$ cat config.mk
export PLATFORM = sky130hd
export DESIGN_NAME = lu_hazard_unit
export DESIGN_NICKNAME = d
export VERILOG_FILES = /design/src/rtl/lu_pkg.sv /design/src/rtl/lu_src_match.sv /design/src/rtl/lu_stall_dec.sv /design/src/rtl/lu_hazard_unit.sv
export SDC_FILE = /design/constraint.sdc
export NUM_CORES = 1
export LEC_CHECK = 0
export BUFFER_PORTS_ARGS = -buffer_cell sky130_fd_sc_hd__clkbuf_2
export CORE_AREA = 5 5 42 44
export DETAILED_ROUTE_END_ITERATION = 8
export DIE_AREA = 0 0 47 49
export GPL_TIMING_DRIVEN = 0
export PLACE_DENSITY_LB_ADDON = 0.3
export SLEW_MARGIN = 20
export SYNTH_ARGS = -nofsm -noshare
export SYNTH_HDL_FRONTEND = slang
export SYNTH_SLANG_ARGS = --single-unit
$ cat constraint.sdc
create_clock -name vclk -period 0.85
set_clock_uncertainty 0.1 [all_clocks]
set_input_delay 0.0425 -clock vclk [all_inputs]
set_output_delay 0.0425 -clock vclk [all_outputs]
set_load 0.01 [all_outputs]
$ cat src/rtl/lu_pkg.sv
package lu_pkg;
  localparam int LU_REG_W = 5;
  localparam int LU_N_SRC = 2;

  typedef enum logic {
    CTRL_PASS = 1'b0,
    CTRL_ZERO = 1'b1
  } ctrl_sel_e;
endpackage

$ cat src/rtl/lu_src_match.sv
module lu_src_match #(
  parameter int REG_W = lu_pkg::LU_REG_W,
  parameter int N_SRC = lu_pkg::LU_N_SRC,
  localparam int SRC_W = REG_W * N_SRC
) (
  input  logic [REG_W-1:0] dst_i,
  input  logic [SRC_W-1:0] src_i,
  output logic [N_SRC-1:0] hit_o
);
  for (genvar g = 0; g < N_SRC; g++) begin : g_cmp
    assign hit_o[g] = (src_i[g*REG_W +: REG_W] == dst_i);
  end
endmodule

$ cat src/rtl/lu_stall_dec.sv
module lu_stall_dec #(
  parameter int N_SRC = lu_pkg::LU_N_SRC
) (
  input  logic             mem_read_i,
  input  logic [N_SRC-1:0] hit_i,
  output logic             stall_o
);
  assign stall_o = mem_read_i & (|hit_i);

  always_comb begin
    if (!mem_read_i) begin
      p_no_load_no_stall_r3: assert (!stall_o);
    end
    if (hit_i == '0) begin
      p_no_hit_no_stall_r4: assert (!stall_o);
    end
  end
endmodule

$ cat src/rtl/lu_hazard_unit.sv
module lu_hazard_unit
  import lu_pkg::*;
#(
  parameter int REG_W = LU_REG_W
) (
  input  logic             ex_mem_read_i,
  input  logic [REG_W-1:0] ex_rt_i,
  input  logic [REG_W-1:0] id_rs_i,
  input  logic [REG_W-1:0] id_rt_i,
  output logic             pc_we_o,
  output logic             ifid_we_o,
  output logic             ctrl_zero_o
);
  localparam int NS = LU_N_SRC;

  logic [NS-1:0] hit;
  logic          stall;
  ctrl_sel_e     sel;

  // source order: bit 0 = rs, bit 1 = rt
  lu_src_match #(.REG_W(REG_W), .N_SRC(NS)) i_match (
    .dst_i (ex_rt_i),
    .src_i ({id_rt_i, id_rs_i}),
    .hit_o (hit)
  );

  lu_stall_dec #(.N_SRC(NS)) i_dec (
    .mem_read_i (ex_mem_read_i),
    .hit_i      (hit),
    .stall_o    (stall)
  );

  assign sel         = stall ? CTRL_ZERO : CTRL_PASS;
  assign pc_we_o     = ~stall;
  assign ifid_we_o   = ~stall;
  assign ctrl_zero_o = (sel == CTRL_ZERO);

  always_comb begin
    p_we_pair_r5: assert (pc_we_o == ifid_we_o);
    p_sel_inv_r6: assert (ctrl_zero_o == !pc_we_o);
    if (ex_mem_read_i && (ex_rt_i == id_rs_i)) begin
      p_rs_stall_r1: assert (!pc_we_o && ctrl_zero_o);
    end
    if (ex_mem_read_i && (ex_rt_i == id_rt_i)) begin
      p_rt_stall_r2: assert (!ifid_we_o && ctrl_zero_o);
    end
  end
endmodule

==> run_results.csv <==
group,metric,value,unit
place,io_buffers,19,
global_routing,grtUsageTotal,3.58,%
route,drt-initial-drc-count,0,
timing,setup_viol,3,
synth,ys_seq_area_share,0,%
synth,synth.avg_cell_area,7.65,um2
floorplan,core,0.00140,mm2
layout,nClkBuffers,0,
place,dpl_cell_area,245,um2
critical_path,crit_path_max_fanout,2,
layout,fin_area,340,um2
status,violations,"setup timing",
critical_path,cp_common_cell,"clkbuf_2",
status,status,"finished with violations",
critical_path,critPathSlowestCell,"o22a_1",
run,drv_cap,0,
critical_path,path_cells,"clkbuf_2 > xnor2_2 > nand4_1 > o22a_1 > buf_4 > clkbuf_2",
route,num_vias,193,
clock_tree,cts_hold_buf,0,
power,p_per_area,492,mW/mm2
layout,area_growth_syn_to_layout,162,%
timing,setup_tns,-268,ps
critical_path,critPathMaxStageDelay,210,ps
timing,hold_viol_final,0,
layout,finalNetCount,54,
floorplan,rows,14,
synth,synthCells,17,
route,firstDrtPassIters,1,
power,p_leak,0.000166,uW
route,via_per_inst,3.71,
layout,seq_cell_count,0,
floorplan,die-height,49,um
min_path,min_from,"ex_mem_read_i",
global_routing,grt_pass1_vias,172,
critical_path,critical_path_class,"in -> out",
timing,timing.final.ws_setup,-177,ps
critical_path,arrival,880,ps
global_routing,overflow,0,
floorplan,ioPinCount,19,
timing,max_freq,0.974,GHz
timing,slew_headroom,90.1,%
critical_path,path_buf_inv,3,
timing,worstMarginPinSlew,148,ps
timing,slew_violations,0,
global_routing,grt_pass1_wl,648,um
floorplan,initial_core_util,9.29,%
place,gp_congestion,0.605,
layout,diodes,0,
global_routing,grt_max_degree,3,
layout,n_fill_cell,169,
place,dp_worst_setup_slack,-248,ps
power,vdd_drop_max,0.138,mV
critical_path,critPathLaunchType,"primary input",
layout,drive_gt1_share,77.8,%
timing,rsz0062_at_grt,"yes",
route,route.detailed.drc,0,
timing,holdWs,339,ps
synth,syn_nets,33,
route,ant_nets,0,
route,wirelength,470,um
synth,ys.warnings.count,0,
critical_path,path_delay_family,"buffers and inverters",
critical_path,crit_start,"ex_rt_i[4]",
floorplan,die_area,0.00230,mm2
min_path,min_path_type,"in -> out",
timing,fin_crit_sh,121,%
route,avgRoutedWirePerCell,9.04,um
critical_path,required,710,ps
layout,regArea,0,um2
synth,syn-cell-area,130,um2
synth,synth.distinct_cells,6,
timing,fin_crit,1030,ps
floorplan,die_w,47,um
global_routing,antenna_found_initial,0,
power,totalPowerFinal,167,uW
critical_path,endpoint_kind,"primary output",
[through the flow]
step / utilization [%] / std cells
final: 24.3 / 52
after global routing: 24.3 / 52
after CTS: 20.8 / 52
after detailed placement: 17.5 / 52
after global placement: 17.5 / 52
after floorplan: - / 17
[final cells by class]
cell class	count	area (um2)	area share, %
plain buffers	1	7.51	2.21
repair buffers	19	130	38.2
well taps	16	20.0	5.88
multi-input cells	16	183	53.7
[layout by cell type (no fill, tap or decap)]
master,n
nand2_1,2
o22ai_1,1
buf_6,4
buf_2,2
buf_8,1
clkbuf_2,12
buf_4,1
nand4_1,2
o22a_1,1
xnor2_2,8
xnor2_1,2
[path summary, 6_finish.rpt]
path          end  slack, ps  depth (start not counted)
max       pc_we_o       -180                          6
min   ctrl_zero_o        340                          4
[repair_timing]
action	CTS	global route
pin swaps	10	4
gates resized for setup	6	16
setup endpoints to repair	3	3
setup buffers	0	0
[per-layer routing]
metal  global-route usage (%)  vias up  wire [um]
li1                         -       97          -
met1                     3.92       87        144
met2                     6.56        9        255
met3                     1.48        0         70
met4                        0        0          0
met5                        0        -          0
[synth_stat cells]
master | number | share of area (%)
xnor2_1 | 10 | 67
buf_4 | 1 | 5.8
nand2_1 | 2 | 5.8
nand4_1 | 2 | 9.6
o22ai_1 | 1 | 4.8
o22a_1 | 1 | 6.7
[report_power, final]
group | leakage, uW | switching (uW) | internal [uW] | total (uW)
Combinational | 0.000166 | 59.9 | 107 | 167
Clock | 0 | 0 | 0 | 0
Sequential | 0 | 0 | 0 | 0
[cell families after synthesis]
| logic type | synth area share (%) |
|---|---|
| simple gates | 15.4 |
| buf+inv | 5.77 |
| compound gates | 11.5 |
| xor+xnor | 67.3 |
[tightest hold or removal path: stages]
cell and delay [ps]:
clkbuf_2 90, nand2_1 70, o22ai_1 60, buf_2 140
(Power assumes the default switching activity.)
